### src/rtl/fde_pkg.sv
package fde_pkg;
  localparam int OPC_W  = 8;
  localparam int ADR_W  = 16;
  localparam int CELL_W = OPC_W + 2 * ADR_W;

  localparam int OPC_LOAD = 1;
  localparam int OPC_CMP  = 7;
  localparam int OPC_ADD  = 9;
  localparam int OPC_STOP = 15;

  typedef enum logic [1:0] {
    KIND_LOAD,
    KIND_CMP,
    KIND_ADD,
    KIND_STOP
  } op_kind_t;

  typedef enum logic [3:0] {
    ST_F_MAR,
    ST_F_IR,
    ST_F_INC,
    ST_DEC,
    ST_L_MAR,
    ST_L_WR,
    ST_O_MAR1,
    ST_O_SAVE,
    ST_O_MAR2,
    ST_O_EXEC,
    ST_MREQ,
    ST_MWAIT,
    ST_HALT
  } step_t;
endpackage

### src/rtl/fde_decoder.sv
module fde_decoder
  import fde_pkg::*;
#(
  parameter int OW = OPC_W
) (
  input  logic [OW-1:0] opcode,
  output op_kind_t      kind,
  output logic          illegal
);
  always_comb begin
    kind    = KIND_STOP;
    illegal = 1'b0;
    if (opcode == OW'(OPC_LOAD))      kind = KIND_LOAD;
    else if (opcode == OW'(OPC_CMP))  kind = KIND_CMP;
    else if (opcode == OW'(OPC_ADD))  kind = KIND_ADD;
    else if (opcode == OW'(OPC_STOP)) kind = KIND_STOP;
    else                              illegal = 1'b1;
  end
endmodule

### src/rtl/fde_ccr.sv
module fde_ccr #(
  parameter int W = fde_pkg::CELL_W
) (
  input  logic         clk,
  input  logic         rst_n,
  input  logic         upd,
  input  logic [W-1:0] first_val,
  input  logic [W-1:0] second_val,
  output logic         gt,
  output logic         eq,
  output logic         lt
);
  always_ff @(posedge clk) begin
    if (!rst_n) begin
      gt <= 1'b0;
      eq <= 1'b0;
      lt <= 1'b0;
    end else if (upd) begin
      gt <= second_val > first_val;
      eq <= second_val == first_val;
      lt <= second_val < first_val;
    end
  end
endmodule

### src/rtl/fde_sequencer.sv
module fde_sequencer
  import fde_pkg::*;
#(
  parameter int OW = OPC_W,
  parameter int AW = ADR_W
) (
  input  logic                clk,
  input  logic                rst_n,
  output logic                mem_req_valid,
  input  logic                mem_req_ready,
  output logic                mem_req_write,
  output logic [AW-1:0]       mem_req_addr,
  output logic [OW+2*AW-1:0]  mem_req_wdata,
  input  logic                mem_rsp_done,
  input  logic [OW+2*AW-1:0]  mem_rsp_data,
  input  op_kind_t            kind,
  input  logic                illegal,
  output logic [OW-1:0]       opcode,
  output logic                cc_upd,
  output logic [OW+2*AW-1:0]  cmp_first,
  output logic [OW+2*AW-1:0]  cmp_second,
  output logic                halted,
  output logic                bad_opcode,
  output logic [AW-1:0]       pc,
  output logic [OW+2*AW-1:0]  work
);
  localparam int CW = OW + 2 * AW;

  step_t          step, ret_step;
  logic [CW-1:0]  ir, mdr, opnd;
  logic [AW-1:0]  mar;
  logic           wr_q;
  logic [AW-1:0]  fld_a, fld_b;

  assign fld_a  = ir[2*AW-1:AW];
  assign fld_b  = ir[AW-1:0];
  assign opcode = ir[CW-1:2*AW];

  always_ff @(posedge clk) begin
    if (!rst_n) begin
      step       <= ST_F_MAR;
      ret_step   <= ST_F_MAR;
      pc         <= '0;
      ir         <= '0;
      mdr        <= '0;
      opnd       <= '0;
      mar        <= '0;
      wr_q       <= 1'b0;
      work       <= '0;
      bad_opcode <= 1'b0;
    end else begin
      case (step)
        ST_F_MAR: begin
          mar      <= pc;
          wr_q     <= 1'b0;
          ret_step <= ST_F_IR;
          step     <= ST_MREQ;
        end
        ST_MREQ: if (mem_req_ready) step <= ST_MWAIT;
        ST_MWAIT: if (mem_rsp_done) begin
          if (!wr_q) mdr <= mem_rsp_data;
          step <= ret_step;
        end
        ST_F_IR: begin
          ir   <= mdr;
          step <= ST_F_INC;
        end
        ST_F_INC: begin
          pc   <= pc + 1'b1;
          step <= ST_DEC;
        end
        ST_DEC: begin
          case (kind)
            KIND_LOAD: step <= ST_L_MAR;
            KIND_CMP,
            KIND_ADD:  step <= ST_O_MAR1;
            default: begin
              bad_opcode <= illegal;
              step       <= ST_HALT;
            end
          endcase
        end
        ST_L_MAR: begin
          mar      <= fld_a;
          wr_q     <= 1'b0;
          ret_step <= ST_L_WR;
          step     <= ST_MREQ;
        end
        ST_L_WR: begin
          work <= mdr;
          step <= ST_F_MAR;
        end
        ST_O_MAR1: begin
          mar      <= fld_a;
          wr_q     <= 1'b0;
          ret_step <= ST_O_SAVE;
          step     <= ST_MREQ;
        end
        ST_O_SAVE: begin
          opnd <= mdr;
          step <= ST_O_MAR2;
        end
        ST_O_MAR2: begin
          mar      <= fld_b;
          wr_q     <= 1'b0;
          ret_step <= ST_O_EXEC;
          step     <= ST_MREQ;
        end
        ST_O_EXEC: begin
          if (kind == KIND_ADD) begin
            mdr      <= opnd + mdr;
            wr_q     <= 1'b1;
            ret_step <= ST_F_MAR;
            step     <= ST_MREQ;
          end else begin
            step <= ST_F_MAR;
          end
        end
        default: step <= ST_HALT;
      endcase
    end
  end

  assign mem_req_valid = (step == ST_MREQ);
  assign mem_req_write = wr_q;
  assign mem_req_addr  = mar;
  assign mem_req_wdata = mdr;
  assign cc_upd        = (step == ST_O_EXEC) && (kind == KIND_CMP);
  assign cmp_first     = opnd;
  assign cmp_second    = mdr;
  assign halted        = (step == ST_HALT);
endmodule

### src/rtl/fde_ctrl.sv
module fde_ctrl
  import fde_pkg::*;
#(
  parameter int OW = OPC_W,
  parameter int AW = ADR_W
) (
  input  logic               clk,
  input  logic               rst_n,
  output logic               mem_req_valid,
  input  logic               mem_req_ready,
  output logic               mem_req_write,
  output logic [AW-1:0]      mem_req_addr,
  output logic [OW+2*AW-1:0] mem_req_wdata,
  input  logic               mem_rsp_done,
  input  logic [OW+2*AW-1:0] mem_rsp_data,
  output logic               halted,
  output logic               bad_opcode,
  output logic [AW-1:0]      pc_out,
  output logic [OW+2*AW-1:0] work_out,
  output logic               cc_gt,
  output logic               cc_eq,
  output logic               cc_lt
);
  localparam int CW = OW + 2 * AW;

  op_kind_t       kind;
  logic           illegal;
  logic [OW-1:0]  opcode;
  logic           cc_upd;
  logic [CW-1:0]  cmp_first, cmp_second;

  fde_decoder #(.OW(OW)) u_dec (
    .opcode  (opcode),
    .kind    (kind),
    .illegal (illegal)
  );

  fde_ccr #(.W(CW)) u_ccr (
    .clk        (clk),
    .rst_n      (rst_n),
    .upd        (cc_upd),
    .first_val  (cmp_first),
    .second_val (cmp_second),
    .gt         (cc_gt),
    .eq         (cc_eq),
    .lt         (cc_lt)
  );

  fde_sequencer #(.OW(OW), .AW(AW)) u_seq (
    .clk           (clk),
    .rst_n         (rst_n),
    .mem_req_valid (mem_req_valid),
    .mem_req_ready (mem_req_ready),
    .mem_req_write (mem_req_write),
    .mem_req_addr  (mem_req_addr),
    .mem_req_wdata (mem_req_wdata),
    .mem_rsp_done  (mem_rsp_done),
    .mem_rsp_data  (mem_rsp_data),
    .kind          (kind),
    .illegal       (illegal),
    .opcode        (opcode),
    .cc_upd        (cc_upd),
    .cmp_first     (cmp_first),
    .cmp_second    (cmp_second),
    .halted        (halted),
    .bad_opcode    (bad_opcode),
    .pc            (pc_out),
    .work          (work_out)
  );
endmodule

### config.mk
export PLATFORM = sky130hd
export DESIGN_NAME = fde_ctrl
export DESIGN_NICKNAME = d
export VERILOG_FILES = /design/src/rtl/fde_pkg.sv /design/src/rtl/fde_decoder.sv /design/src/rtl/fde_ccr.sv /design/src/rtl/fde_sequencer.sv /design/src/rtl/fde_ctrl.sv
export SDC_FILE = /design/constraint.sdc
export NUM_CORES = 1
export LEC_CHECK = 0
export BUFFER_PORTS_ARGS = -buffer_cell sky130_fd_sc_hd__buf_4
export CAP_MARGIN = 20
export CORE_UTILIZATION = 45
export DETAILED_ROUTE_END_ITERATION = 6
export GPL_ROUTABILITY_DRIVEN = 0
export SETUP_SLACK_MARGIN = 0.5
export SKIP_LAST_GASP = 1
export SLEW_MARGIN = 10
export SYNTH_ARGS = -nofsm -noshare
export SYNTH_HDL_FRONTEND = slang
export SYNTH_HIERARCHICAL = 1
export SYNTH_SLANG_ARGS = --single-unit
export TNS_END_PERCENT = 100
### constraint.sdc
create_clock -name clk -period 3.7 [get_ports clk]
set_clock_uncertainty 0.2 [all_clocks]
set_input_delay 0.74 -clock clk [delete_from_list [all_inputs] [get_ports clk]]
set_output_delay 0.74 -clock clk [all_outputs]
set_load 0.05 [all_outputs]
# Yosys cells after proc, flatten, opt, wreduce, memory -nomap -nowiden
# Cells that the tools add are included.
# classes
addsub,2
n_lt_le_gt_ge,2
n_eq_ne,23
muxes,21
n_bitwise,1
reduce_logical,16
# op_table
operator,count
$mux 40,3
$pmux 40 s2,1
$pmux 16 s3,1
$add 40x40->40,1
$eq 40x40->1,1
$gt 40x40->1,1
$lt 40x40->1,1
$pmux 4 s9,1
$eq 4x4->1 const B,5
$pmux 4 s5,1
$add 16x1->16 const B,1
$eq 4x3->1 const B,4
$eq 8x4->1 const B,2
$mux 4,4
$eq 4x2->1 const B,2
$eq 8x1->1 const B,1
$eq 8x3->1 const B,1
$pmux 4 s2,1
$reduce_and 2->1,4
$mux 1,6
$reduce_bool 5->1,1
$eq 4x1->1 const B,1
$logic_not 4->1,1
$mux 2,2
other kinds (14),18
# word_totals
ff_bits,205
inputBits,44
wordCells,78

# Depth between registers and ports, before layout
# depth
depth_word,8
ltp_mapped,13

# Hierarchy
# The synthesis kept the hierarchy.
# by_module_without_submodules
mod,instances,cells_each,area_per_inst_um2,seq_area_each_um2
fde_sequencer,1,1325,10585.2,4043.9
fde_ccr,1,153,1167.4,60.1
fde_decoder,1,8,55.1,0.0

# Worst setup path after synthesis
# Ideal clock, no wire load.
# synth_timing
path_kind,flip-flop to flip-flop
from,"register u_seq.mdr[19], in the netlist u_seq/cmp_second[19]"
to,"register u_seq.mdr[39], in the netlist u_seq/cmp_second[39]"
t_arrival_ns,2.832
setup_slack_ns,0.549
stages_incl_launch_ff,12
n_path_buf,0
period_less_slack_ns,3.151
path_cell_list,dfxtp_1 ha_1 a21o_1 a31o_2 a221oi_2 o21ai_2 a311o_2 a31oi_1 a31oi_1 xnor2_1 and3_1 o31a_1
# synth_between
elab_chain_len,3
# synth_rtl
element,line_no,source
start: declaration,fde_sequencer.sv:30,"logic [CW-1:0] ir, mdr, opnd;"
start signal: assignment,fde_sequencer.sv:61,if (!wr_q) mdr <= mem_rsp_data;
start signal: assignment,fde_sequencer.sv:111,mdr <= opnd + mdr;
$add 40x40->40,fde_sequencer.sv:111,
$mux 40,fde_sequencer.sv:110,if (kind == KIND_ADD) begin
$pmux 40 s2,fde_sequencer.sv:52,case (step)
# No other way between the ends. The select of a mux whose other input is x is not followed.
# A chain may end at the register's enable or synchronous reset.

# Final worst setup path
# layout_timing
from,"register u_seq.opnd[19], in the netlist u_seq/cmp_first[19]"
to,"register u_seq.mdr[33], in the netlist u_seq/cmp_second[33]"
# layout_between
elab_chain_len,3
# layout_rtl
element,line_no,source
start: declaration,fde_sequencer.sv:30,
start signal: assignment,fde_sequencer.sv:100,opnd <= mdr;
$add 40x40->40,fde_sequencer.sv:111,
$mux 40,fde_sequencer.sv:110,
$pmux 40 s2,fde_sequencer.sv:52,
# No other way between the ends. The select of a mux whose other input is x is not followed.

==> results.cfg <==
[drt]
num_vias = 10600
remaining_drc_errors = 0
ant_nets = 0
vias_per_cell = 5.46
drt_first_pass_iters = 6
first_iter_violations = 822
drt-total-wl_mm = 34.8
wl_per_cell_um = 17.9

[setup_path]
path_delay_family = compound AO/OA/AOI/OAI gates
critPathKind = reg -> reg
r2r_slack_ns = 0.48
crit_slowest_cell = a311o_2
required_ns = 3.90
path_common_cell = a221oi_4
worst_setup_path_end_kind = register
crit_arrival_ns = 3.42
cpPeakStageDelay_ns = 0.46
start_kind = register
cp_num_buf_inv = 0
path_cells = ha_4 > a21o_1 > a31o_2 > a221oi_4 > o21ai_4 > a311o_2 > a31o_4 > a221oi_4 > xnor2_1 > a221oi_2 > nor2b_1
cp_max_fo = 7

[finish]
final_common_cell = nand2_1
nets = 1727
area_delta_synth_final_pct = 20.2
seqCellArea_mm2 = 0.00412
multiInputGateArea_mm2 = 0.00701
num_antenna_cells = 0
final_cell_mix = nand2_1 (321), buf_4 (215), dfxtp_1 (197)
fill_cells = 2434
drive_gt1_share_pct = 19.5
fin_util_pct = 55.7

[die]
io-pin-count = 163
row_count = 58
initial_core_util_pct = 46.4
die_area_mm2 = 0.0269
die-height_um = 164
fp.dieW_um = 164
fp.coreArea_mm2 = 0.0255

[power]
p_leak_nw = 5.94
powerDensity_mw_per_mm2 = 485
max-vdd-ir-drop_mv = 0.469

[logic_synthesis]
seq_area_frac_synth_pct = 34.8
synth-xor-area-share_pct = 3.26
synthAdderAreaFrac_pct = 8.96
synth_fp_nets = 1614
synthTopCellsByArea = dfxtp_1 (35%), nand2_1 (10%), ha_1 (8.8%)
ys.flop_type = dfxtp_1
synth_top_family_by_area = compound AO/OA/AOI/OAI gates
yosys_register_bits = 205
synth_cell_type_count = 64
synth_warnings = 6
netlist_instances = 1486
synth-compound-area-share_pct = 24.7
yosysTopAreaCell = dfxtp_1
synth-simple-area-share_pct = 20.0
synth_edf_count = 0
synth_top_area_share_pct = 34.8
postSynthAreaPerCell_um2 = 7.95
async_reset_ff_share_pct = 0
synthMuxAreaShare_pct = 0.519
syn_area_mm2 = 0.0118

[clock_tree]
clk_pin_slew_ns = 0.06
cts_hold_buf = 0
cts-buffers-inserted = 24
cts_buffer_depth = 3
root_buffer = clkbuf_16
cts.sinks = 205
clkLatencyLatePin_ns = 0.52
cts_tree = done
htreeDepth = 1

[hold_path]
hp-class = reg -> reg

[timing]
timing.fmax_mhz = 311
final_max_slew_viol_count = 0
timing.setup.tns_ns = 0
max_slew.worst_pin.slew_ns = 0.929
min_period_ns = 3.22
fin_crit_sh_pct = 87.0
slew_headroom_pct = 37.9
finalHoldViolCount = 0
rsz0062_at_grt = true
finalSetupViolCount = 0
hold_slack_ns = 0.263

[global_route]
grt_max_degree = 63
antenna_found_initial = 0
grt_pass1_vias = 9869
grt.total_usage_pct = 25.9
grt_pass1_wl_mm = 54.5
grt_overflow = 0

[status]
outcome = completed

[placement]
port_buffers = 162
hpwlAfterDp_mm = 24.6

[run]
maxCapViolations = 0
## sequential cells by signal, summed over array words and instances, names as in the netlist, 4 cells and up
signal and cells:
u_seq/mem_req_addr 16, u_seq/cmp_second 40, u_seq/ir 40, u_seq/pc 16, u_seq/cmp_first 40, u_seq/step 4
u_seq/ret_step 4, u_seq/work 40
## final timing paths
check,startpoint,to,depth (start not counted)
min reg2reg,u_seq/ir[4]$_SDFFE_PN0P_,u_seq/ir[4]$_SDFFE_PN0P_,2
min,u_seq/ir[4]$_SDFFE_PN0P_,u_seq/ir[4]$_SDFFE_PN0P_,2
max,u_seq/cmp_first[19]$_SDFFE_PN0P_,u_seq/cmp_second[33]$_SDFFE_PN0P_,11
max reg2reg,u_seq/cmp_first[19]$_SDFFE_PN0P_,u_seq/cmp_second[33]$_SDFFE_PN0P_,11
## what timing repair did
item / CTS / global route
cloned: 0 / 0
gates resized for setup: 34 / 13
endpoints found under the setup margin: 13 / 12
pin swaps: 15 / 20
buffers inserted: 6 / 2
## logic make-up (layout without fill, tap and decap cells)
group	after synthesis	count (layout)
muxes	6	6
DFF	205	205
AOI/OAI and AO/OA	418	418
and+or+nand+nor	533	533
xor gates and xnor gates	44	44
buffers and inverters	196	322
adders and majority gates	84	84
## per-layer routing
layer  track usage [%]  part of all wire, %  up-vias
li1                  -                    -     5301
met1              36.3                   47     4961
met2              41.5                   45      289
met3              3.28                  5.4       59
met4              7.03                  2.7        0
met5                 0                    0        -
## Yosys cell counts, types with 3 or more instances
cell type  count
or2_2          5
ha_1          83
nor4_2         3
nor3_1        14
dfxtp_1      205
and2_1        14
mux2i_1        5
inv_1         65
nand2b_1       9
a21boi_0     127
xnor2_1       36
a21o_1        23
a31oi_1        7
nor2_1        82
nand2_1      321
o211ai_1      23
o211a_1       17
a21oi_1       84
and3_1        10
o21a_1         8
nor2b_1       21
a221oi_1      20
o21ai_0       66
xor2_1         8
a211oi_2       3
o31a_1         3
nand3_1       21
or3_1         11
clkbuf_1      79
a211oi_1       7
nand4_1       10
o21bai_1       6
buf_4         48
## through the flow
| stage | instances | instance area, µm² | total power, W | worst slack (ns) |
|---|---|---|---|---|
| final | 1942 | 14200 | 0.00688 | 0.480 |
| after floorplan | 1486 | 11800 | 0.00400 | 0.549 |
| after global placement | 1895 | 13200 | 0.00462 | 0.285 |
| after global routing | 1942 | 14200 | 0.00722 | 0.342 |
| after CTS | 1940 | 14100 | 0.00692 | 0.501 |
| after detailed placement | 1895 | 13200 | 0.00462 | 0.213 |
## area by class of cell
| class | instances | share of cell area [%] |
|---|---|---|
| sequential | 205 | 29.0 |
| multi-input combinational | 1085 | 49.4 |
| clock inverter | 7 | 0.476 |
| clock buffer | 32 | 4.73 |
| inverter | 65 | 1.72 |
| timing repair buffer | 218 | 11.8 |
| tap | 330 | 2.91 |
## worst min-delay path, cell delays in order (launching register included)
cell and delay, ns:
dfxtp_1 0.31, nand2_1 0.05, a21boi_0 0.06
## power breakdown
part	switching, W	internal [W]	leakage [nW]
combinational	0.00137	0.000685	3.91
clock	0.000945	0.00133	0.366
sequential	0.000178	0.00237	1.66
total	0.00250	0.00438	5.94
Note: power is estimated with default switching activity, not from simulation.
